$ cat config.mk
export PLATFORM = sky130hd
export DESIGN_NAME = lsu_align_unit
export DESIGN_NICKNAME = d
export VERILOG_FILES = /design/src/rtl/lsu_align_pkg.sv /design/src/rtl/lsu_addr_check.sv /design/src/rtl/lsu_store_fmt.sv /design/src/rtl/lsu_load_ext.sv /design/src/rtl/lsu_align_unit.sv
export SDC_FILE = /design/constraint.sdc
export NUM_CORES = 1
export LEC_CHECK = 0
export BUFFER_PORTS_ARGS = -buffer_cell sky130_fd_sc_hd__buf_2
export CAP_MARGIN = 5
export CORE_ASPECT_RATIO = 1.25
export CORE_MARGIN = 5
export CORE_UTILIZATION = 41
export CTS_BUF_LIST = sky130_fd_sc_hd__clkbuf_16
export DETAILED_ROUTE_END_ITERATION = 8
export PLACE_DENSITY = 0.73
export REMOVE_ABC_BUFFERS = 1
export SYNTH_ARGS = -nofsm -noshare
export SYNTH_HDL_FRONTEND = slang
export SYNTH_SLANG_ARGS = --single-unit
$ cat constraint.sdc
create_clock -name clk -period 2.6 [get_ports clk]
set_input_delay 0.26 -clock clk [delete_from_list [all_inputs] [get_ports clk]]
set_output_delay 0.26 -clock clk [all_outputs]
set_load 0.01 [all_outputs]
$ cat src/rtl/lsu_align_pkg.sv
package lsu_align_pkg;
    typedef enum logic [1:0] {OP_LOAD = 2'd0, OP_STORE = 2'd1, OP_LUI = 2'd2, OP_NONE = 2'd3} lsu_op_e;
    typedef enum logic [1:0] {SZ_BYTE = 2'd0, SZ_HALF = 2'd1, SZ_WORD = 2'd2, SZ_RSVD = 2'd3} lsu_size_e;
    typedef enum logic {ST_IDLE = 1'b0, ST_WAIT = 1'b1} lsu_state_e;
    typedef struct packed {
        logic [1:0] lane;
        lsu_size_e  size;
        logic       unsgn;
    } ld_ctx_t;
endpackage

$ cat src/rtl/lsu_addr_check.sv
module lsu_addr_check
    import lsu_align_pkg::*;
#(
    parameter int AW = 32,
    parameter int DW = 16
) (
    input  logic [AW-1:0] base,
    input  logic [DW-1:0] disp,
    input  lsu_size_e     size,
    input  logic          big_endian,
    output logic [AW-1:0] eff_addr,
    output logic [1:0]    lane,
    output logic          misalign
);
    localparam int EXT_W = AW - DW;

    logic [1:0] off;

    assign eff_addr = base + {{EXT_W{disp[DW-1]}}, disp};
    assign off      = eff_addr[1:0];

    always_comb begin
        unique case (size)
            SZ_BYTE: begin
                lane     = big_endian ? ~off : off;
                misalign = 1'b0;
            end
            SZ_HALF: begin
                lane     = big_endian ? {~off[1], 1'b0} : {off[1], 1'b0};
                misalign = off[0];
            end
            SZ_WORD: begin
                lane     = 2'd0;
                misalign = |off;
            end
            default: begin
                lane     = 2'd0;
                misalign = 1'b1;
            end
        endcase
    end
endmodule

$ cat src/rtl/lsu_store_fmt.sv
module lsu_store_fmt
    import lsu_align_pkg::*;
#(
    parameter int NB = 4
) (
    input  logic            en,
    input  lsu_size_e       size,
    input  logic [1:0]      lane,
    input  logic [8*NB-1:0] data,
    output logic [NB-1:0]   be,
    output logic [8*NB-1:0] wdata
);
    for (genvar g = 0; g < NB; g++) begin : g_lane
        always_comb begin
            unique case (size)
                SZ_BYTE: wdata[8*g +: 8] = data[7:0];
                SZ_HALF: wdata[8*g +: 8] = data[8*(g%2) +: 8];
                default: wdata[8*g +: 8] = data[8*g +: 8];
            endcase
        end
    end

    always_comb begin
        be = '0;
        if (en) begin
            unique case (size)
                SZ_BYTE: be = NB'(1) << lane;
                SZ_HALF: be = NB'(3) << lane;
                default: be = '1;
            endcase
        end
    end
endmodule

$ cat src/rtl/lsu_load_ext.sv
module lsu_load_ext
    import lsu_align_pkg::*;
#(
    parameter int XW = 32
) (
    input  logic [XW-1:0] word,
    input  ld_ctx_t       ctx,
    output logic [XW-1:0] result
);
    logic [XW-1:0] shifted;
    logic [7:0]    b;
    logic [15:0]   h;

    assign shifted = word >> (8 * ctx.lane);
    assign b       = shifted[7:0];
    assign h       = shifted[15:0];

    always_comb begin
        unique case (ctx.size)
            SZ_BYTE: result = {{(XW-8){b[7] & ~ctx.unsgn}}, b};
            SZ_HALF: result = {{(XW-16){h[15] & ~ctx.unsgn}}, h};
            default: result = word;
        endcase
    end
endmodule

$ cat src/rtl/lsu_align_unit.sv
module lsu_align_unit
    import lsu_align_pkg::*;
#(
    parameter int XW = 32,
    parameter int DW = 16
) (
    input  logic          clk,
    input  logic          rst_n,
    input  logic          big_endian_i,
    input  logic          req_valid_i,
    input  logic [1:0]    req_op_i,
    input  logic [1:0]    req_size_i,
    input  logic          req_unsigned_i,
    input  logic [XW-1:0] base_i,
    input  logic [DW-1:0] disp_i,
    input  logic [XW-1:0] st_data_i,
    output logic          req_ready_o,
    output logic          mem_req_o,
    output logic          mem_we_o,
    output logic [XW-1:0] mem_addr_o,
    output logic [XW/8-1:0] mem_be_o,
    output logic [XW-1:0] mem_wdata_o,
    output logic          fault_o,
    input  logic          rsp_valid_i,
    input  logic [XW-1:0] rsp_data_i,
    output logic          ld_valid_o,
    output logic [XW-1:0] ld_data_o
);
    localparam int NB = XW / 8;

    lsu_state_e state_q, state_d;
    lsu_op_e    op;
    lsu_size_e  size;
    logic       accept, mem_access, misalign, issue_ld, rsp_take, lui_take;
    logic [1:0] lane;
    ld_ctx_t    ctx_q;
    logic [XW-1:0] ext_word;
    logic          ld_valid_q;
    logic [XW-1:0] ld_data_q;

    assign op   = lsu_op_e'(req_op_i);
    assign size = lsu_size_e'(req_size_i);

    lsu_addr_check #(.AW(XW), .DW(DW)) addr_i (
        .base(base_i), .disp(disp_i), .size(size), .big_endian(big_endian_i),
        .eff_addr(mem_addr_o), .lane(lane), .misalign(misalign)
    );

    lsu_store_fmt #(.NB(NB)) fmt_i (
        .en(mem_req_o), .size(size), .lane(lane), .data(st_data_i),
        .be(mem_be_o), .wdata(mem_wdata_o)
    );

    lsu_load_ext #(.XW(XW)) ext_i (
        .word(rsp_data_i), .ctx(ctx_q), .result(ext_word)
    );

    // State register
    always_ff @(posedge clk or negedge rst_n) begin
        if (!rst_n) state_q <= ST_IDLE;
        else        state_q <= state_d;
    end

    // Next state and outputs
    always_comb begin
        state_d     = state_q;
        req_ready_o = 1'b0;
        accept      = 1'b0;
        rsp_take    = 1'b0;
        unique case (state_q)
            ST_IDLE: begin
                req_ready_o = 1'b1;
                accept      = req_valid_i;
                if (issue_ld) state_d = ST_WAIT;       // issue_load
            end
            ST_WAIT: begin
                rsp_take = rsp_valid_i;
                if (rsp_valid_i) state_d = ST_IDLE;    // rsp_return
            end
            default: state_d = ST_IDLE;
        endcase
    end

    assign mem_access = accept && (op == OP_LOAD || op == OP_STORE);
    assign fault_o    = mem_access && misalign;
    assign mem_req_o  = mem_access && !misalign;
    assign mem_we_o   = mem_req_o && (op == OP_STORE);
    assign issue_ld   = mem_req_o && (op == OP_LOAD);
    assign lui_take   = accept && (op == OP_LUI);

    always_ff @(posedge clk or negedge rst_n) begin
        if (!rst_n) begin
            ctx_q      <= '0;
            ld_valid_q <= 1'b0;
            ld_data_q  <= '0;
        end else begin
            if (issue_ld) ctx_q <= '{lane: lane, size: size, unsgn: req_unsigned_i};
            ld_valid_q <= rsp_take || lui_take;
            if (rsp_take)      ld_data_q <= ext_word;
            else if (lui_take) ld_data_q <= {disp_i, {(XW-DW){1'b0}}};
        end
    end

    assign ld_valid_o = ld_valid_q;
    assign ld_data_o  = ld_data_q;


    fault_no_access_chk: assert property (@(posedge clk) disable iff (!rst_n)
        fault_o |-> (mem_be_o == '0 && !mem_req_o && !mem_we_o));


    byte_one_lane_chk: assert property (@(posedge clk) disable iff (!rst_n)
        (mem_req_o && size == SZ_BYTE) |-> $countones(mem_be_o) == 1);


    word_aligned_chk: assert property (@(posedge clk) disable iff (!rst_n)
        (mem_req_o && size == SZ_WORD) |-> mem_addr_o[1:0] == 2'b00);


    rsp_to_valid_chk: assert property (@(posedge clk) disable iff (!rst_n)
        (!req_ready_o && rsp_valid_i) |=> ld_valid_o);


    wait_no_req_chk: assert property (@(posedge clk) disable iff (!rst_n)
        !req_ready_o |-> !mem_req_o);


    lui_valid_chk: assert property (@(posedge clk) disable iff (!rst_n)
        (req_ready_o && req_valid_i && req_op_i == 2'd2) |=> ld_valid_o);
endmodule

==> results.sh, run 1 <==
export IMPL_status="complete, but fails checks"
export IMPL_violations="setup timing"
export IMPL_vdd_drop_max_uv=502.0
export IMPL_clk_pin_slew_ns=0.06
export IMPL_cp_slowest_cell="a311o_1"
export IMPL_ys_warn_count=0
export IMPL_wire_per_inst_um=17.28
export IMPL_crit_type="primary input to primary output"
export IMPL_grt_pass1_vias=5424
export IMPL_grt_max_degree=41
export IMPL_diodes=0
export IMPL_arrival_ns=2.35
export IMPL_synth_top_area_cell="dfrtp_1"
export IMPL_netlist_area_um2=4514
export IMPL_drc=0
export IMPL_final_common_cell="buf_2"
export IMPL_routed_via_density=5.607
export IMPL_die_width_um=103.9
export IMPL_syn_instance_count=591
export IMPL_crit_top_cell="a31oi_4"
export IMPL_cts_buffers=5
export IMPL_p_sw_mw=1.490
export IMPL_cts_sinks=39
export IMPL_cts_buffer_depth=2
export IMPL_switching_share_pct=41.47
export IMPL_ys_flop_type="dfrtp_1"
export IMPL_rsz0062_at_grt="true"
export IMPL_synth_top_cell_area_share_pct=21.62
export IMPL_wl_um=16680
export IMPL_worst_r2r_setup_slack_ns=0.65
export IMPL_yosys_register_bits=39
export IMPL_grt_usage_pct=23.81
export IMPL_ff2ff_path_depth=6
export IMPL_die_height_um=127.3
export IMPL_async_reset_ff_share_pct=100.0
export IMPL_slew_violations=0
export IMPL_setup_viol=1
export IMPL_crit_fanout=4
export IMPL_antenna_found_initial=2
export IMPL_grt_pass1_wl_um=26680
export IMPL_clkLatencyLatePin_ns=0.28
export IMPL_cts_tree="built"
export IMPL_critPathRequiredTime_ns=2.34
export IMPL_r2r_start="ctx_q[4]"
export IMPL_cts_root_buf="clkbuf_16"
export IMPL_pwr_share_seq_pct=24.6
export IMPL_combinationalPowerShare_pct=55.8
export IMPL_htreeDepth=2
export IMPL_place_inst=953
export IMPL_yosysSeqAreaShare_pct=21.62
export IMPL_clkPwrFrac_pct=19.6
export IMPL_hold_ws_ns=0.09250
export IMPL_p_leak_nw=3.156
export IMPL_r2r_end="ld_data_o[22]"
export IMPL_powerDensity_nw_per_um2=564.5
export IMPL_hold_violations=0
export IMPL_syn_mean_instance_area_um2=7.638
export IMPL_finClkSkew_ns=0.008207
export IMPL_core_region_area_um2=10670
export IMPL_fillers=1036
export IMPL_vias=5411
export IMPL_areaGrowthSynthToFinish_pct=41.05
export IMPL_max_freq_mhz=383.2
export IMPL_port_buffers=226
export IMPL_pin_count=227
export IMPL_fin_nets=986
export IMPL_end_kind="primary output"
export IMPL_critPathLaunchType="primary input"
export IMPL_dieArea_um2=13220
export IMPL_hold_path_class="primary input to asynchronous set/reset pin"
export IMPL_path_cells="buf_8 > ha_4 > fa_2 > a21o_1 > a311o_1 > nand3_2 > a31oi_4 > a31oi_4 > buf_4 > o21ai_2 > xor2_1 > buf_2"
export IMPL_final_cell_mix="buf_2 (223), nand2_1 (89), nor2_1 (52)"
export IMPL_core_rowCount=42
export IMPL_synth_edf_count=0
export IMPL_relSlewSlack_pct=41.22
export IMPL_place_congestion=0.9451
export IMPL_critPathBufInv=3
export IMPL_maxCapViolations=0
export IMPL_drive_gt1_share_pct=41.54
export IMPL_path_delay_family="compound AO/OA/AOI/OAI gates"
export IMPL_grt_overflow_total=0
export IMPL_fin_crit_ns=2.609
export IMPL_hpwl_um=13800
export IMPL_yosysUniqueCellTypes=57
export IMPL_internal_power_mw=2.104
export IMPL_fin_cells=965
export IMPL_max_slew_worst_pin_slew_ns=0.8818
export IMPL_setup_slack_ns=-0.009291
export IMPL_initial_core_util_pct=42.32
export IMPL_first_pass_iters=5
export IMPL_yosys_top_cells_area="dfrtp_1 (22%), ha_1 (8.6%), nand2_1 (7.6%)"
export IMPL_first_iter_violations=139
export IMPL_holdBufCountCts=0
export IMPL_critPathLaunch="disp_i[0]"
export IMPL_post_route_period_util_pct=100.4
export IMPL_antenna_left=0
export IMPL_final_core_util_pct=59.69
export IMPL_cpPeakStageDelay_ns=0.39
-- through the flow --
| step | instance area (um2) | TNS [ns] | total power, mW | setup slack, ns |
|---|---|---|---|---|
| 3_5_place_dp | 5987 | -1.321 | 2.828 | -0.2330 |
| 2_1_floorplan | 4305 | -58.57 | 1.993 | -1.849 |
| 3_3_place_gp | 5987 | -1.115 | 2.786 | -0.2186 |
| 4_1_cts | 6221 | -0.05827 | 3.566 | -0.05827 |
| 5_1_grt | 6367 | -0.4140 | 3.854 | -0.1028 |
| 6_report | 6367 | -0.009291 | 3.594 | -0.009291 |
-- power by group through the flow --
| stage | Combinational (mW) | Sequential [mW] | Clock [mW] |
|---|---|---|---|
| after floorplan | 0.998 | 0.995 | 0 |
| after global placement | 1.90 | 0.884 | 0 |
| after detailed placement | 1.94 | 0.890 | 0 |
| after CTS | 1.96 | 0.886 | 0.718 |
| after global routing | 2.20 | 0.912 | 0.746 |
| final | 2.00 | 0.885 | 0.705 |
-- synthesized netlist by cell type, types with 2 or more instances --
cell / count
mux2i_1: 33
a31oi_2: 2
nand3b_1: 4
a21oi_2: 2
a221oi_1: 8
clkbuf_1: 27
a21oi_1: 58
o21ai_0: 37
nor3_1: 5
ha_1: 31
nor2_1: 54
and2_1: 2
nor2b_1: 5
buf_4: 8
o31ai_1: 3
o21ai_1: 3
o32a_1: 2
nand4_1: 5
inv_1: 14
xor2_1: 14
nand2_1: 91
o22ai_1: 23
a211oi_1: 6
dfrtp_1: 39
o21bai_1: 3
mux2_2: 19
o211ai_1: 4
nand3_1: 8
a21o_1: 15
o21a_1: 5
buf_1: 2
a31oi_1: 5
xnor2_1: 17
nand2b_1: 7
buf_2: 8
-- timing repair --
| item | 4_1_cts | 5_1_grt |
|---|---|---|
| resized for setup | 10 | 34 |
| endpoints found under the setup margin | 10 | 15 |
| setup buffers | 2 | 2 |
| pin swaps | 12 | 7 |
-- flip-flops by register name (all words and copies together), names as in the netlist --
register	flops
ld_data_o	32
ctx_q	5
ld_valid_o	1
state_q	1
-- worst max-delay path by stage --
stage / endpoint / cells after the start
finish: mem_addr_o[26] / 12
global route: mem_addr_o[26] / 12
CTS: mem_addr_o[30] / 11
detailed placement: mem_addr_o[28] / 11
global placement: mem_addr_o[28] / 11
floorplan: ld_data_o[16] / 3
-- per-layer routing --
| layer | track usage, % | share of wire (%) | up-vias |
|---|---|---|---|
| met3 | 5.499 | 7.6 | 28 |
| li1 | - | - | 2613 |
| met5 | 0 | 0.084 | - |
| met2 | 42.87 | 51 | 218 |
| met1 | 28.45 | 39 | 2548 |
| met4 | 6.326 | 1.9 | 4 |
-- kinds of logic (layout without fill, tap and decap cells) --
kind of cell	Yosys count	count (layout)	synth area share, %
and+or+nand+nor	187	187	17.90
buffers and inverters	59	301	5.793
AOI/OAI and AO/OA	190	190	27.08
adders and majority gates	32	32	9.035
muxes	53	53	12.56
xor gates and xnor gates	31	31	6.014
DFF	39	39	21.62
-- cell type report --
cell class	instances	area (um2)	area share (%)
Tap cell	132	165.2	2.594
Multi-Input combinational cell	493	3450	54.18
Clock inverter	3	43.79	0.6878
Timing Repair Buffer	279	1555	24.43
Inverter	14	52.55	0.8253
Clock buffer	5	125.1	1.965
Sequential cell	39	975.9	15.33
No activity file was read; power rests on OpenSTA's default activity.
==> inputs of run 2 (changes only) <==
- clock period: 2.6 -> 3 ns (I/O delays scaled with it)
==> run 2 against run 1 <==
- critical path type unchanged
- design area decreased by 8.1%
- sequential power is 10% lower
- hold slack improved by 0.038 ns
- the run now ends clean
- global-route usage barely moved
- setup slack improved by 0.16 ns
- total power decreased by 20%
==> results.sh, run 2 (synthesis gave the netlist of run 1 again) <==
export IMPL_final_cell_mix="buf_2 (226), nand2_1 (90), a21oi_1 (58)"
export IMPL_hold_violations=0
export IMPL_fin_crit_ns=2.846
export IMPL_routed_via_density=5.640
export IMPL_arrival_ns=2.55
export IMPL_clkLatencyLatePin_ns=0.28
export IMPL_hold_path_class="primary input to asynchronous set/reset pin"
export IMPL_final_common_cell="buf_2"
export IMPL_antenna_found_initial=1
export IMPL_crit_type="primary input to primary output"
export IMPL_crit_top_cell="buf_2"
export IMPL_holdBufCountCts=0
export IMPL_power_total_mw=2.881
export IMPL_seqCellArea_um2=975.9
export IMPL_hpwl_um=13510
export IMPL_slew_violations=0
export IMPL_crit_fanout=4
export IMPL_htreeDepth=2
export IMPL_wl_um=16190
export IMPL_grt_overflow_total=0
export IMPL_cts_sinks=39
export IMPL_areaGrowthSynthToFinish_pct=29.63
export IMPL_maxCapViolations=0
export IMPL_grt_usage_pct=23.82
export IMPL_place_congestion=0.9290
export IMPL_max_slew_worst_pin_slew_ns=0.8825
export IMPL_cpPeakStageDelay_ns=0.38
export IMPL_path_delay_family="compound AO/OA/AOI/OAI gates"
export IMPL_fin_nets=945
export IMPL_cts_tree="built"
export IMPL_rsz0062_at_grt="false"
export IMPL_die_width_um=103.9
export IMPL_first_pass_iters=4
export IMPL_finClkSkew_ns=0.005219
export IMPL_pin_count=227
export IMPL_powerDensity_nw_per_um2=492.4
export IMPL_place_inst=916
export IMPL_drc=0
export IMPL_first_iter_violations=169
export IMPL_port_buffers=226
export IMPL_cp_slowest_cell="a311o_1"
export IMPL_tns_ns=0
export IMPL_relSlewSlack_pct=41.17
export IMPL_cts_resized=0
export IMPL_critPathBufInv=2
export IMPL_fillers=1076
export IMPL_vias=5211
export IMPL_die_height_um=127.3
export IMPL_max_freq_mhz=351.4
export IMPL_critPathLaunchType="primary input"
export IMPL_cts_buffers=5
export IMPL_wire_per_inst_um=17.52
export IMPL_largest_reg_flops=32
export IMPL_end_kind="primary output"
export IMPL_initial_core_util_pct=42.32
export IMPL_drive_gt1_share_pct=35.23
export IMPL_critPathRequiredTime_ns=2.70
export IMPL_clk_pin_slew_ns=0.06
export IMPL_antenna_left=0
export IMPL_post_route_period_util_pct=94.86
export IMPL_grt_pass1_vias=5299
export IMPL_cts_buffer_depth=2
export IMPL_vdd_drop_max_uv=421.3
export IMPL_cts_root_buf="clkbuf_16"
export IMPL_dieArea_um2=13220
export IMPL_status="finished clean"
export IMPL_postCtsSetupBuffers=0
export IMPL_core_region_area_um2=10670
export IMPL_setup_viol=0
export IMPL_core_rowCount=42
export IMPL_diodes=0
export IMPL_p_leak_nw=2.920
export IMPL_grt_max_degree=50
export IMPL_path_cells="buf_2 > ha_1 > fa_2 > a21o_1 > a311o_1 > nand4_2 > a21oi_2 > a21o_2 > a41oi_2 > xnor2_1 > buf_2"
export IMPL_multi_input_area_um2=3297
export IMPL_fin_cells=924
export IMPL_grt_pass1_wl_um=26280
-- run 2: changes by cell type in the layout (fill, tap and decap cells not counted), moves of 6 or more --
cell     previous run  this run
a21oi_1            51        58
a21oi_2             8         2
buf_4              51        12
ha_1               24        31
o21ai_0            31        37
-- run 2: path summary, 6_finish.rpt --
kind	startpoint	endpoint	slack, ns	depth (start not counted)
worst min register to register	ld_data_o[12]	ld_data_o[12]	0.54	2
worst max-delay path	disp_i[0]	mem_addr_o[28]	0.15	11
worst max register to register	ctx_q[4]	ld_data_o[22]	0.64	6
min in group clk	rsp_valid_i	state_q	0.22	2
max in group asynchronous	rst_n	ld_data_o[28]	2.30	1
worst min-delay path	rst_n	ld_valid_o	0.13	1
-- run 2: per-layer routing --
metal | routed length [um] | vias up | part of all wire, % | track usage (%)
li1 | - | 2533 | - | -
met1 | 6485 | 2436 | 40 | 28.33
met2 | 8030 | 208 | 50 | 41.55
met3 | 1248 | 32 | 7.7 | 5.752
met4 | 420 | 2 | 2.6 | 8.994
met5 | 7 | - | 0.043 | 0
-- run 2: cell type report --
class                           count  area share, %
Clock inverter                      3         0.2566
Sequential cell                    39          16.68
Clock buffer                        5          2.138
Timing Repair Buffer              238          20.87
Inverter                           14         0.8980
Tap cell                          132          2.822
Multi-Input combinational cell    493          56.34
-- run 2: power breakdown --
part	total (mW)	switching [mW]	internal, mW
Sequential	0.794	0.122	0.671
Combinational	1.58	0.904	0.673
Clock	0.511	0.209	0.302
-- run 2: per-stage QoR --
stage	worst slack, ns	utilization [%]	hold slack, ns	area, um2
after floorplan	-1.449	-	0.004409	4305
after global placement	0.08681	53.52	0.4628	5709
after detailed placement	0.04882	53.52	0.4817	5709
after CTS	0.04584	54.83	0.1700	5849
after global routing	0.03140	54.86	0.2075	5852
final	0.1541	54.86	0.1305	5852
==> inputs of run 3 (changes only) <==
- PLACE_DENSITY: 0.73 -> 0.72
- SYNTH_HIERARCHICAL: default -> 1
==> run 3 against run 2 <==
- via count up 0.29%
- final cell count down 0.76%
- clock-buffer cell count unchanged
- first-iteration DRC count up 20%
- synthesized area up 6.5%
- global-route usage up 0.20 points
- clock power up 35%
- critical path type unchanged
- largest cell class unchanged
==> results.sh, run 3 <==
export IMPL_fin_nets=932
export IMPL_clkLatencyLatePin_ns=0.28
export IMPL_cts_buffer_depth=2
export IMPL_critPathLaunchType="primary input"
export IMPL_critPathRequiredTime_ns=2.70
export IMPL_arrival_ns=2.60
export IMPL_antenna_found_initial=1
export IMPL_relSlewSlack_pct=39.84
export IMPL_path_delay_family="compound AO/OA/AOI/OAI gates"
export IMPL_p_leak_nw=3.265
export IMPL_yosysSeqAreaShare_pct=20.30
export IMPL_status="finished clean"
export IMPL_fin_crit_ns=2.902
export IMPL_crit_fanout=3
export IMPL_critPathBufInv=4
export IMPL_powerDensity_nw_per_um2=645.7
export IMPL_p_sw_mw=1.725
export IMPL_clkPwrFrac_pct=16.7
export IMPL_hpwl_um=14620
export IMPL_use_met2_pct=44.40
export IMPL_met3_usage_pct=3.283
export IMPL_tns_ns=0
export IMPL_routed_via_density=5.699
export IMPL_setup_viol=0
export IMPL_grt_pass1_wl_um=26950
export IMPL_path_depth=13
export IMPL_vdd_drop_max_uv=502.1
export IMPL_max_slew_worst_pin_slew_ns=0.9024
export IMPL_core_region_area_um2=11560
export IMPL_yosys_register_bits=39
export IMPL_cpPeakStageDelay_ns=0.37
export IMPL_netlist_area_um2=4807
export IMPL_hold_violations=0
export IMPL_slew_violations=0
export IMPL_place_congestion=0.9514
export IMPL_core_rowCount=44
export IMPL_synth_top_area_cell="dfrtp_1"
export IMPL_diodes=0
export IMPL_post_route_cell_area_um2=6389
export IMPL_syn_mean_instance_area_um2=8.740
export IMPL_largest_reg_flops=32
export IMPL_ys_warn_count=6
export IMPL_synth_commonest_cells="nand2_1 (56), mux2_2 (41), dfrtp_1 (39)"
export IMPL_ys_flop_type="dfrtp_1"
export IMPL_synth_edf_count=0
export IMPL_finClkSkew_ns=0.005222
export IMPL_grt_max_degree=40
export IMPL_pin_count=227
export IMPL_initial_core_util_pct=41.58
export IMPL_path_cells="buf_2 > ha_4 > inv_1 > fa_2 > nor2b_2 > o2111ai_2 > a21oi_1 > buf_4 > o21ai_0 > o21ai_1 > a21boi_1 > xnor2_1 > buf_2"
export IMPL_combinationalPowerShare_pct=60.9
export IMPL_hold_path_class="primary input to asynchronous set/reset pin"
export IMPL_grt_use_met1_pct=28.55
export IMPL_async_reset_ff_share_pct=100.0
export IMPL_cts_root_buf="clkbuf_16"
export IMPL_pre_cts_ws_ns=-0.03187
export IMPL_switching_share_pct=41.82
export IMPL_final_common_cell="buf_2"
export IMPL_first_pass_iters=5
export IMPL_wire_per_inst_um=19.03
export IMPL_internal_power_mw=2.400
export IMPL_yosys_top_cells_area="dfrtp_1 (20%), mux2_2 (9.6%), ha_1 (8.1%)"
export IMPL_yosysUniqueCellTypes=71
export IMPL_vias=5226
export IMPL_ff2ff_path_depth=6
export IMPL_clk_pin_slew_ns=0.06
export IMPL_antenna_left=0
export IMPL_maxCapViolations=0
export IMPL_drc=0
export IMPL_pwr_share_seq_pct=22.3
export IMPL_dieArea_um2=14000
export IMPL_grt_pass1_vias=5332
export IMPL_grt_overflow_total=0
export IMPL_synth_top_cell_area_share_pct=20.30
export IMPL_cts_sinks=39
export IMPL_die_width_um=106.9
export IMPL_cp_slowest_cell="fa_2"
export IMPL_areaGrowthSynthToFinish_pct=32.90
export IMPL_cts_tree="built"
export IMPL_fillers=1106
export IMPL_grt_usage_pct=24.02
export IMPL_drive_gt1_share_pct=45.06
export IMPL_htreeDepth=2
export IMPL_port_buffers=226
export IMPL_end_kind="primary output"
export IMPL_max_freq_mhz=344.6
export IMPL_place_area_um2=6090
export IMPL_setup_slack_ns=0.09805
export IMPL_cts_buffers=5
export IMPL_post_route_period_util_pct=96.73
export IMPL_first_iter_violations=203
export IMPL_die_height_um=131.1
export IMPL_crit_top_cell="buf_2"
export IMPL_crit_type="primary input to primary output"
export IMPL_final_cell_mix="buf_2 (225), nand2_1 (56), mux2_2 (41)"
export IMPL_yosysMostFrequentCell="nand2_1"
export IMPL_wl_um=17450
export IMPL_grt_busiest_layer="met2"
export IMPL_syn_instance_count=550
## run 3: cell families after synthesis
family / synth area share [%]
compound gates: 26.78
simple gates: 14.65
buf+inv: 7.236
flops: 20.30
fa+ha+maj: 8.485
xor+xnor: 5.284
mux: 17.26
## run 3: power groups by stage
stage          logic [mW]  registers, mW  clock network, mW
2_1_floorplan        1.37           1.08                  0
3_3_place_gp         2.44          0.917                  0
3_5_place_dp         2.48          0.926                  0
4_1_cts              2.49          0.923              0.707
5_1_grt              2.72          0.952              0.718
6_report             2.51          0.921              0.691
## run 3: routing by layer
metal	vias to the layer above	wire length (um)	share of wire, %
met5	-	20	0.11
met2	206	9000	52
li1	2486	-	-
met4	2	510	2.9
met1	2494	6881	39
met3	38	1036	5.9
## run 3: final cells by class
class	count	area, um2	share of cell area [%]
multi-input combinational	451	3568	55.86
tap	138	172.7	2.703
inverter	19	71.32	1.116
clock buffer	5	125.1	1.958
clock inverter	3	67.56	1.058
timing repair buffer	262	1408	22.03
sequential	39	975.9	15.28
## run 3: final timing paths
kind | from | endpoint | slack (ns)
hold / removal | rst_n | ld_data_o[8] | 0.14
setup / recovery | disp_i[0] | mem_addr_o[24] | 0.1
hold reg to reg | ld_data_o[15] | ld_data_o[15] | 0.50
min in group clk | req_unsigned_i | ctx_q[0] | 0.27
setup reg to reg | ctx_q[4] | ld_data_o[20] | 0.42
max in group asynchronous | rst_n | ld_data_o[30] | 2.29
## run 3: stage by stage
| step | std cells | utilization (%) | total power [mW] | hold WS, ns |
|---|---|---|---|---|
| final | 917 | 55.26 | 4.125 | 0.1406 |
| after global placement | 907 | 52.67 | 3.360 | 0.4642 |
| after detailed placement | 907 | 52.67 | 3.406 | 0.4767 |
| after CTS | 915 | 54.48 | 4.123 | 0.1684 |
| after global routing | 917 | 55.26 | 4.389 | 0.2073 |
| after floorplan | 509 | - | 2.446 | 0.004409 |
## run 3: repair_timing
action	in CTS	in global routing
hold buffers	0	0
setup endpoints to repair	4	8
resized for setup	4	16
setup buffers	0	2
pin swaps	1	9
